$ cat src/rtl/irq_vec_pkg.sv
package irq_vec_pkg;
  localparam int unsigned SRC_COUNT = 5;
  localparam int unsigned SRC_IDX_W = 3;

  typedef enum logic [SRC_IDX_W-1:0] {
    SRC_EXT0 = 3'd0,
    SRC_TMR0 = 3'd1,
    SRC_EXT1 = 3'd2,
    SRC_TMR1 = 3'd3,
    SRC_SER  = 3'd4
  } src_e;

  typedef struct packed {
    logic                 found;
    logic                 lvl;
    logic [SRC_IDX_W-1:0] idx;
  } pick_t;
endpackage

$ cat src/rtl/irq_cfg_regs.sv
module irq_cfg_regs #(
  parameter int unsigned DATA_W  = 8,
  parameter int unsigned NSRC    = 5,
  parameter int unsigned GLB_BIT = 7
) (
  input  logic              clk,
  input  logic              rst_n,
  input  logic              we,
  input  logic              addr,
  input  logic [DATA_W-1:0] wdata,
  output logic [DATA_W-1:0] rdata,
  output logic [NSRC-1:0]   src_en,
  output logic              glb_en,
  output logic [NSRC-1:0]   src_hi
);
  logic [NSRC-1:0] en_q, hi_q;
  logic            glb_q;

  always_ff @(posedge clk) begin
    if (!rst_n) begin
      en_q  <= '0;
      hi_q  <= '0;
      glb_q <= 1'b0;
    end else if (we) begin
      if (!addr) begin
        en_q  <= wdata[NSRC-1:0];
        glb_q <= wdata[GLB_BIT];
      end else begin
        hi_q <= wdata[NSRC-1:0];
      end
    end
  end

  always_comb begin
    rdata = '0;
    if (!addr) begin
      rdata[NSRC-1:0] = en_q;
      rdata[GLB_BIT]  = glb_q;
    end else begin
      rdata[NSRC-1:0] = hi_q;
    end
  end

  assign src_en = en_q;
  assign glb_en = glb_q;
  assign src_hi = hi_q;

  AST_CFG_RESET_CLEAR: assert property (@(posedge clk)
    !rst_n |=> (en_q == '0) && (hi_q == '0) && !glb_q);
endmodule

$ cat src/rtl/irq_pick.sv
module irq_pick
  import irq_vec_pkg::*;
#(
  parameter int unsigned NSRC = 5
) (
  input  logic [NSRC-1:0] pend,
  input  logic [NSRC-1:0] hi,
  input  logic [1:0]      svc,
  output pick_t           pick
);
  logic [NSRC-1:0] hi_set, lo_set, use_set;
  logic            take_hi, take_lo;

  assign hi_set  = pend & hi;
  assign lo_set  = pend & ~hi;
  assign take_hi = (|hi_set) && !svc[1];
  assign take_lo = !take_hi && (|lo_set) && (svc == 2'b00);
  assign use_set = take_hi ? hi_set : lo_set;

  // First set bit in poll order: lowest index wins.
  logic [SRC_IDX_W-1:0] first_idx [NSRC+1];
  generate
    genvar g;
    assign first_idx[NSRC] = '0;
    for (g = NSRC - 1; g >= 0; g--) begin : g_poll
      assign first_idx[g] = use_set[g] ? SRC_IDX_W'(g) : first_idx[g+1];
    end
  endgenerate

  always_comb begin
    pick.found = take_hi || take_lo;
    pick.lvl   = take_hi;
    pick.idx   = first_idx[0];
  end
endmodule

$ cat src/rtl/irq_svc_track.sv
module irq_svc_track (
  input  logic       clk,
  input  logic       rst_n,
  input  logic       enter,
  input  logic       enter_lvl,
  input  logic       reti,
  output logic [1:0] svc
);
  logic [1:0] svc_q, after_ret;

  always_comb begin
    after_ret = svc_q;
    if (reti) begin
      if (svc_q[1]) after_ret[1] = 1'b0;
      else          after_ret[0] = 1'b0;
    end
  end

  always_ff @(posedge clk) begin
    if (!rst_n) svc_q <= 2'b00;
    else if (enter) svc_q <= after_ret | (enter_lvl ? 2'b10 : 2'b01);
    else            svc_q <= after_ret;
  end

  assign svc = svc_q;

  AST_RETI_HI_FIRST: assert property (@(posedge clk) disable iff (!rst_n)
    (reti && !enter && svc_q[1]) |=> !svc_q[1] && (svc_q[0] == $past(svc_q[0])));
  AST_ENTER_MARKS: assert property (@(posedge clk) disable iff (!rst_n)
    (enter && !reti) |=> (enter_lvl ? svc_q[1] : svc_q[0]) );
endmodule

$ cat src/rtl/irq_vec_arbiter.sv
module irq_vec_arbiter
  import irq_vec_pkg::*;
#(
  parameter int unsigned NSRC      = SRC_COUNT,
  parameter int unsigned DATA_W    = 8,
  parameter int unsigned GLB_BIT   = 7,
  parameter int unsigned ADDR_W    = 16,
  parameter int unsigned VEC_BASE  = 16'h0003,
  parameter int unsigned VEC_STEP  = 8,
  parameter int unsigned IDX_W     = SRC_IDX_W
) (
  input  logic              clk,
  input  logic              rst_n,
  input  logic              cfg_we,
  input  logic              cfg_addr,
  input  logic [DATA_W-1:0] cfg_wdata,
  output logic [DATA_W-1:0] cfg_rdata,
  input  logic [NSRC-2:0]   src_flag,
  input  logic              ser_rx,
  input  logic              ser_tx,
  input  logic              insn_boundary,
  input  logic              vec_ack,
  input  logic              reti,
  output logic              vec_req,
  output logic [IDX_W-1:0]  vec_src,
  output logic [ADDR_W-1:0] vec_addr,
  output logic              vec_level,
  output logic [NSRC-1:0]   flag_clr,
  output logic [1:0]        svc_active
);
  localparam int unsigned SER_IDX = NSRC - 1;

  logic [NSRC-1:0] src_en, src_hi, raw_req, pend;
  logic            glb_en;
  pick_t           pick;

  irq_cfg_regs #(.DATA_W(DATA_W), .NSRC(NSRC), .GLB_BIT(GLB_BIT)) u_cfg (
    .clk(clk), .rst_n(rst_n), .we(cfg_we), .addr(cfg_addr), .wdata(cfg_wdata),
    .rdata(cfg_rdata), .src_en(src_en), .glb_en(glb_en), .src_hi(src_hi)
  );

  assign raw_req = {ser_rx | ser_tx, src_flag};
  assign pend    = raw_req & src_en & {NSRC{glb_en}};

  irq_pick #(.NSRC(NSRC)) u_pick (
    .pend(pend), .hi(src_hi), .svc(svc_active), .pick(pick)
  );

  logic accept, issue;
  assign accept = vec_req && vec_ack;
  assign issue  = !vec_req && insn_boundary && !reti && pick.found;

  irq_svc_track u_svc (
    .clk(clk), .rst_n(rst_n), .enter(accept), .enter_lvl(vec_level),
    .reti(reti), .svc(svc_active)
  );

  always_ff @(posedge clk) begin
    if (!rst_n) begin
      vec_req   <= 1'b0;
      vec_src   <= '0;
      vec_level <= 1'b0;
    end else if (issue) begin
      vec_req   <= 1'b1;
      vec_src   <= pick.idx;
      vec_level <= pick.lvl;
    end else if (accept) begin
      vec_req   <= 1'b0;
    end
  end

  logic [NSRC-1:0] clr_d;
  generate
    genvar s;
    for (s = 0; s < NSRC; s++) begin : g_clr
      if (s == SER_IDX) begin : g_keep
        assign clr_d[s] = 1'b0;
      end else begin : g_auto
        assign clr_d[s] = accept && (vec_src == IDX_W'(s));
      end
    end
  endgenerate

  always_ff @(posedge clk) begin
    if (!rst_n) flag_clr <= '0;
    else        flag_clr <= clr_d;
  end

  assign vec_addr = ADDR_W'(VEC_BASE) + ADDR_W'(vec_src) * ADDR_W'(VEC_STEP);

  AST_REQ_HOLD: assert property (@(posedge clk) disable iff (!rst_n)
    (vec_req && !vec_ack) |=> vec_req && $stable(vec_src) && $stable(vec_level));
  AST_NO_ISSUE_ON_RETI: assert property (@(posedge clk) disable iff (!rst_n)
    (reti && !vec_req) |=> !vec_req);
  AST_ONLY_AT_BOUNDARY: assert property (@(posedge clk) disable iff (!rst_n)
    (!insn_boundary && !vec_req) |=> !vec_req);
  AST_HI_NOT_PREEMPTED: assert property (@(posedge clk) disable iff (!rst_n)
    (svc_active[1] && !vec_req) |=> !vec_req);
  AST_LO_NEEDS_IDLE: assert property (@(posedge clk) disable iff (!rst_n)
    (svc_active[0] && !vec_req) |=> !vec_req || vec_level);
  AST_CLR_ONEHOT: assert property (@(posedge clk) disable iff (!rst_n)
    $onehot0(flag_clr) && !flag_clr[SER_IDX]);
  AST_CLR_PULSE: assert property (@(posedge clk) disable iff (!rst_n)
    (|flag_clr) |=> (flag_clr == '0));
endmodule

$ cat config.mk
export PLATFORM = sky130hd
export DESIGN_NAME = irq_vec_arbiter
export DESIGN_NICKNAME = d
export VERILOG_FILES = /design/src/rtl/irq_vec_pkg.sv /design/src/rtl/irq_cfg_regs.sv /design/src/rtl/irq_pick.sv /design/src/rtl/irq_svc_track.sv /design/src/rtl/irq_vec_arbiter.sv
export SDC_FILE = /design/constraint.sdc
export NUM_CORES = 1
export LEC_CHECK = 0
export ABC_CLOCK_PERIOD_IN_PS = 5820
export BUFFER_PORTS_ARGS = -buffer_cell sky130_fd_sc_hd__buf_2
export CAP_MARGIN = 20
export CORE_MARGIN = 2
export CORE_UTILIZATION = 28
export DETAILED_ROUTE_END_ITERATION = 10
export PLACE_DENSITY_LB_ADDON = 0.12
export SYNTH_ARGS = -nofsm -noshare
export SYNTH_HDL_FRONTEND = slang
export SYNTH_SLANG_ARGS = --single-unit
$ cat constraint.sdc
create_clock -name clk -period 5.82 [get_ports clk]
set_clock_uncertainty 0.2 [all_clocks]
set_input_delay 0.291 -clock clk [delete_from_list [all_inputs] [get_ports clk]]
set_output_delay 0.291 -clock clk [all_outputs]
set_load 0.1 [all_outputs]
==> metrics.cfg, run 1 <==
[flow_run]
cap_violations=0

[sta]
fin_ws_ps=3370
max_freq_mhz=408
setup_tns_ps=0
setup_viol=0
min_period_ps=2450
hold_violations=0
rsz0062_at_grt=false
slew_viol_final=0
fin_crit_sh_pct=42.1

[power]
netSwitchingPower_mw=0.131
swShare_pct=33.6
power_density_nw_per_um2=257
power_frac_comb_pct=22.1
p_leak_nw=0.703
seq_power_share_pct=40.8
power_mw=0.389
p_int_mw=0.259
p_clk_share_pct=37.0
peakVddDrop_mv=0.0995

[synth]
yosys.area.top_type=dfxtp_1
ys_ff_latch=22
async_flop_share_pct=0
synthCells=158
synth.avg_cell_area_um2=8.27
netlist_top_cells_count=26 x nand2_1, 22 x dfxtp_1, 19 x buf_4
syn_area_um2=1310
synth_flop_cell=dfxtp_1
ys_types=40
synth_most_common_cell=nand2_1
ys_warn_count=0
yosysTopAreaCellShare_pct=33.7
synth_edf_count=0
synth.area.top_cells=dfxtp_1 34%, buf_4 11%, a21boi_0 8.0%
synth-seq-area-share_pct=33.7

[worst_setup_path]
crit_chain=nand4_1 -> and3_4 -> a2111o_1 -> and2_4 -> or3_1 -> a21boi_1
cp_slowest_stage_delay_ps=590
reg2reg_from=u_cfg.glb_en
cp-start-kind=register
r2r_cells=6
endpoint_kind=register
cp.arrival_ps=2460
worstSetupPathType=reg -> reg
rr_endpoint=vec_src[0]
crit_fanout=12
critPathSlowestCell=dfxtp_1
worst-endpoint-required_ps=5820
worst-r2r-setup-slack_ps=3370

[cells_and_area]
synthToLayoutAreaGrowth_pct=16.1
drive_gt1_share_pct=28.4
fin_cells=242
seqCellArea_um2=440
diodes=0
multiInputGateArea_um2=738
fillers=475
nNetsFinal=212

[floorplan]
num_rows=24
fp.dieArea_um2=5230
boundaryPins=57
die_h_um=72.3
core_area_um2=4410
die_w_um=72.3
initial_core_util_pct=29.6

[min_path]
hp-class=in -> reg
min_to=u_cfg.glb_en
whs_path_depth=3
hp-start=cfg_wdata[7]

[global_routing]
grt_first_pass_wirelength_um=4730
gr-usage-all-layers_pct=11.5
grt-ovfl-total=0
grt_max_degree=20
grt_pass1_vias=1060
antenna_found_initial=0

[placement]
placed_cells=238
portBuffers=38
dp_hpwl_um=2340
gp_congestion=0.790
place_ws_ps=3380

[clock_tree]
worstSkewPairLatency_ps=270
root_buffer=clkbuf_8
clock-sinks=22
clk_pin_slew_ps=80
clockBufferDepth=2
cts_tree=yes
ctsResizeCount=0
post_cts_buffers=0
ctsHoldBuffers=0
h-tree-depth=1
numCtsBuffers=3

[drt]
drt_iter0_drc=24
viasPerCell=4.74
drtPass1Iterations=4
ant_nets=0
wl_per_cell_um=12.4
wl_um=2990
drc_errors=0
via_count=1146

[outcome]
outcome=complete, no violations

sequential cells by signal, indices dropped and copies added (netlist names):
name          flops
flag_clr          4
u_cfg.glb_en      1
u_cfg.src_en      5
u_cfg.src_hi      5
u_svc.svc         2
vec_level         1
vec_req           1
vec_src           3
power groups by stage:
stage | Combinational (mW) | Sequential (mW) | Clock [mW]
after floorplan | 0.0826 | 0.161 | 0
after global placement | 0.0859 | 0.163 | 0
after detailed placement | 0.0861 | 0.163 | 0
after CTS | 0.0862 | 0.159 | 0.149
after global routing | 0.0899 | 0.160 | 0.156
final | 0.0862 | 0.159 | 0.144
cells in the final DEF (no fill, tap or decap), types with 2 or more instances in the layout:
master and instances:
buf_2 38, nand2_1 26, dfxtp_1 22, conb_1 16
a21boi_0 14, nand3_1 10, mux2_2 5, nor2_1 5
o21ai_0 5, a21oi_1 4, nor2b_1 3, nand2b_1 3
nand4_2 3, inv_1 3, clkbuf_8 3, and2_4 2
nand4_1 2, and3_1 2, or3_1 2, a21boi_1 2
nor3b_1 2
worst max-delay path, delay by kind of cell (launching register included):
kind	cells	cell delay [ps]
simple gates	4	1040
flops	1	590
compound gates	2	550
area by class of cell:
cell class	count	area share, %
clock buffers	3	2.72
repair buffers	38	12.5
well taps	52	4.29
clock inverters	1	1.98
multi-input cells	123	48.7
flip-flops and latches	22	29.0
inverters	3	0.743
metal layers:
| layer | up-vias | wire, um | track usage [%] |
|---|---|---|---|
| met5 | - | 0 | 0 |
| met4 | 0 | 51 | 5.03 |
| met3 | 5 | 196 | 2.50 |
| met2 | 34 | 1400 | 18.9 |
| met1 | 521 | 1350 | 14.5 |
| li1 | 586 | - | - |
cell families (layout without fill, tap and decap cells):
family / count (synthesis) / after routing / share of synthesized area (%)
AND/OR/NAND/NOR: 67 / 67 / 28.7
AO/OA/AOI/OAI: 35 / 35 / 18.9
buffers and inverters: 27 / 45 / 13.8
flip-flops: 22 / 22 / 33.7
multiplexers: 5 / 5 / 4.31
other: 2 / 16 / 0.575
per-stage QoR:
stage | area, um2 | hold WS [ps] | util (%)
after floorplan | 1360 | 236 | -
final | 1520 | 68.8 | 34.4
after detailed placement | 1450 | 278 | 32.7
after CTS | 1520 | 68.6 | 34.4
after global routing | 1520 | 70.2 | 34.4
after global placement | 1450 | 263 | 32.7
how the worst max path moves through the flow:
stage,start,endpoint,slack (ps),cells after the start
2_1_floorplan,u_svc.svc[1],vec_src[2],3430,5
3_3_place_gp,u_cfg.glb_en,vec_src[0],3390,6
3_5_place_dp,u_cfg.glb_en,vec_src[0],3380,6
4_1_cts,u_cfg.glb_en,vec_src[0],3370,6
5_1_grt,u_cfg.glb_en,vec_src[0],3240,6
6_report,u_cfg.glb_en,vec_src[0],3370,6
Power figures use the tool's default switching activity.
==> run 2, diff against run 1 <==
- ABC_CLOCK_PERIOD_IN_PS: 5820 -> 2000
- clock period: 5.82 -> 2 ns (I/O delays scaled with it)
==> metrics.cfg, run 2 (same netlist as run 1, synthesis figures left out) <==
[global_routing]
antenna_found_initial=0
grt_max_degree=19
grt_pass1_vias=1260
grt-ovfl-total=0
grt_first_pass_wirelength_um=5530
gr-usage-all-layers_pct=13.2

[clock_tree]
clk_pin_slew_ps=80
worstSkewPairLatency_ps=260
numCtsBuffers=3
root_buffer=clkbuf_8
clockBufferDepth=2
h-tree-depth=1
cts_tree=yes
clock-sinks=22

[power]
p_leak_nw=0.874
peakVddDrop_mv=0.231
power_mw=1.08
power_density_nw_per_um2=588

[sta]
hold_violations=0
setup_viol=2
max_freq_mhz=485
fin_ws_ps=-62.9
setup_tns_ps=-69.7
slew_viol_final=0
fin_crit_sh_pct=103
rsz0062_at_grt=true
whs_ps=61.7
min_period_ps=2060

[floorplan]
boundaryPins=57
fp.dieArea_um2=5230
num_rows=24
initial_core_util_pct=29.6
die_h_um=72.3
die_w_um=72.3
core_area_um2=4410

[cells_and_area]
fin_cells=276
seqCellArea_um2=447
final_cell_mix=38 x buf_2, 26 x nand2_1, 23 x buf_4
diodes=0
fillers=467
synthToLayoutAreaGrowth_pct=40.7
final_area_um2=1840
final_common_cell=buf_2
fin_util_pct=41.6
nNetsFinal=246
drive_gt1_share_pct=38.8
multiInputGateArea_um2=785

[min_path]
hp-class=in -> reg

[worst_setup_path]
worst-r2r-setup-slack_ps=-60
endpoint_kind=register
worst-endpoint-required_ps=1990
cp-start-kind=register
worstSetupPathType=reg -> reg
cp.arrival_ps=2060
crit_fanout=6

[outcome]
violations=setup timing
outcome=finished, violations left

[drt]
drt_iter0_drc=32
drtPass1Iterations=4
drc_errors=0
wl_um=3380
via_count=1293
viasPerCell=4.68
wl_per_cell_um=12.3
ant_nets=0

[placement]
place_ws_ps=-188
gp_congestion=0.813
dp_hpwl_um=2630
placed_cell_area_um2=1600
portBuffers=38
placed_cells=256

[flow_run]
cap_violations=0

[run 2: cell count changes in the layout (fill, tap and decap cells not counted), sizes merged]
cell	previous run	this run
bufinv	1	0
buf	38	63
dlygate4sd3	0	9
clkbuf	3	4
[run 2: what timing repair did]
| action | 4_1_cts | 5_1_grt |
|---|---|---|
| pin swaps | 4 | 5 |
| gates resized for setup | 5 | 6 |
| hold buffers | 9 | 0 |
| cloned | 0 | 0 |
| buffers inserted | 6 | 1 |
| endpoints found under the setup margin | 4 | 5 |
| hold endpoints to repair | 13 | 0 |
[run 2: critical path, cell delays in order (launching register included)]
cell and delay, ps:
dfxtp_4 390, buf_6 110, nand4_4 60, and3_4 190, a2111o_1 440, and2_4 170
or3_1 310, a21boi_1 120
[run 2: final cells by class]
class	count	share of cell area, %
clock buffers	4	3.00
multi-input cells	123	42.7
well taps	52	3.54
flip-flops and latches	22	24.3
repair buffers	72	25.9
inverters	3	0.613
[run 2: worst paths after layout]
path | from | end | depth (start not counted)
setup reg to reg | u_cfg.glb_en | vec_src[0] | 7
setup / recovery | u_cfg.glb_en | vec_src[0] | 7
hold / removal | rst_n | flag_clr[2] | 4
hold reg to reg | vec_src[2] | vec_src[2] | 2
[run 2: per-layer routing]
layer  global-route usage, %  share of wire, %
met1                    16.4                44
met2                    22.8                50
met3                    2.92               4.9
met4                    3.56              0.92
met5                       0                 0
[run 2: where the power goes]
group	internal, mW	switching (mW)
clock	0.175	0.148
sequential	0.447	0.00980
combinational	0.0683	0.232
total	0.691	0.389
==> run 3, diff against run 2 <==
- ABC_AREA: not set -> 1
==> metrics.cfg, run 3 <==
[outcome]
outcome=complete, no violations

[placement]
portBuffers=38
placed_cells=265
gp_congestion=0.726
place_ws_ps=290
dp_hpwl_um=2240
placed_cell_area_um2=1440

[global_routing]
grt_pass1_vias=1082
antenna_found_initial=0
grt-ovfl-total=0
grt_first_pass_wirelength_um=4810
grt_max_degree=16
gr-usage-all-layers_pct=11.5

[worst_setup_path]
crit_fanout=10
endpoint=vec_src[1]
endpoint_kind=register
critPathLaunch=u_cfg.glb_en
worst-endpoint-required_ps=1990
cp-start-kind=register
rr_endpoint=vec_src[1]
worst-r2r-setup-slack_ps=280
reg2reg_from=u_cfg.glb_en
r2r_cells=11
cp.arrival_ps=1700
worstSetupPathType=reg -> reg

[synth]
yosys.area.top_type=dfxtp_1
syn_area_um2=1270
synth_most_common_cell=nand2_1
synthCells=182
async_flop_share_pct=0
yosysTopAreaCellShare_pct=34.8
synth.avg_cell_area_um2=6.96
netlist_top_cells_count=30 x nand2_1, 22 x dfxtp_1, 20 x inv_1
ys_warn_count=0
synth.area.top_cells=dfxtp_1 35%, buf_4 11%, nand2_1 8.9%
synth_edf_count=0
synth_flop_cell=dfxtp_1
synth-seq-area-share_pct=34.8
ys_ff_latch=22
ys_types=22

[sta]
hold_violations=0
max_freq_mhz=583
fin_crit_sh_pct=85.8
min_period_ps=1720
setup_viol=0
rsz0062_at_grt=false
fin_ws_ps=285
slew_viol_final=0

[clock_tree]
clockBufferDepth=2
numCtsBuffers=3
h-tree-depth=1
post_cts_buffers=0
root_buffer=clkbuf_8
worstSkewPairLatency_ps=260
clk_pin_slew_ps=80
cts_tree=yes
clock-sinks=22
ctsResizeCount=0

[cells_and_area]
synthToLayoutAreaGrowth_pct=24.1
final_area_um2=1570
final_common_cell=buf_2
fin_cells=277
diodes=0
drive_gt1_share_pct=27.1
nNetsFinal=248
final_cell_mix=38 x buf_2, 30 x nand2_1, 20 x inv_1, 20 x dfxtp_1, 18 x nor2_1

[floorplan]
num_rows=24
boundaryPins=57
die_h_um=71.2
core_area_um2=4350
fp.dieArea_um2=5080
die_w_um=71.2
initial_core_util_pct=29.1

[power]
p_clk_share_pct=25.7
seq_power_share_pct=44.2
power_mw=1.05
power_density_nw_per_um2=668
p_leak_nw=0.802
power_frac_comb_pct=30.2
peakVddDrop_mv=0.436
netSwitchingPower_mw=0.410
swShare_pct=39.0
p_int_mw=0.640

[flow_run]
cap_violations=0

[min_path]
hp-class=in -> reg

[drt]
wl_per_cell_um=10.0
ant_nets=0
drc_errors=0
viasPerCell=4.28
wl_um=2780
via_count=1186
drtPass1Iterations=4
drt_iter0_drc=33

-- run 3: critical path, stage by stage, from the launching register on --
cell     delay (ps)
dfxtp_1         310
buf_4           170
nand2_4          70
nor3_4          190
nor2_2           80
nand2_4         100
nand2_2         100
nand2_2          90
nand3_2          80
nor2_2          100
nand2_1          50
a21oi_1         110
-- run 3: worst min path at each step --
stage,startpoint,end,cells after the start,slack [ps]
6_report,rst_n,vec_req,3,4
5_1_grt,rst_n,u_cfg.glb_en,3,30
4_1_cts,rst_n,vec_req,3,7
3_5_place_dp,cfg_wdata[2],u_cfg.src_en[2],3,180
3_3_place_gp,cfg_wdata[0],u_cfg.src_en[0],3,170
2_1_floorplan,rst_n,u_cfg.src_hi[1],2,40
-- run 3: final cells by class --
cell class              instances  area (um2)
inverters                      21        78.8
multi-input cells             131         656
flip-flops and latches         22         443
repair buffers                 48         288
clock buffers                   3        41.3
fillers                       487        2780
well taps                      52        65.1
-- run 3: cells by family (layout without fill, tap and decap cells) --
kind of cell           after synthesis  in the layout  synth area share, %
AND/OR/NAND/NOR                     83             83                 32.7
buffers and inverters               43             72                 19.0
flip-flops                          22             22                 34.8
other                                2             16                0.593
AO/OA/AOI/OAI                       32             32                 12.9
-- run 3: layer usage --
layer / GRT usage [%] / wire length (um) / vias up
met2: 19.7 / 1320 / 36
met3: 2.95 / 141 / 2
li1: - / - / 640
met1: 15.1 / 1300 / 508
met4: 1.26 / 16 / 0
met5: 0 / 0 / -
-- run 3: per-stage QoR --
step / utilization [%] / hold WS, ps / setup TNS (ps)
CTS: 36.1 / 6.81 / 0
global route: 36.1 / 28.3 / 0
floorplan: - / 38.4 / -36.3
finish: 36.1 / 3.92 / 0
global placement: 33.1 / 169 / 0
detailed placement: 33.1 / 178 / 0
-- run 3: power groups by stage --
stage                     sequential, mW  clock (mW)  combinational (mW)
after floorplan                    0.477           0               0.282
after global placement             0.473           0               0.306
after detailed placement           0.474           0               0.306
after CTS                          0.463       0.288               0.318
after global routing               0.465       0.305               0.334
final                              0.463       0.269               0.316
-- run 3: repair_timing --
item / 4_1_cts / 5_1_grt
hold buffers: 9 / 0
setup endpoints to repair: 0 / 0
hold endpoints to repair: 13 / 0
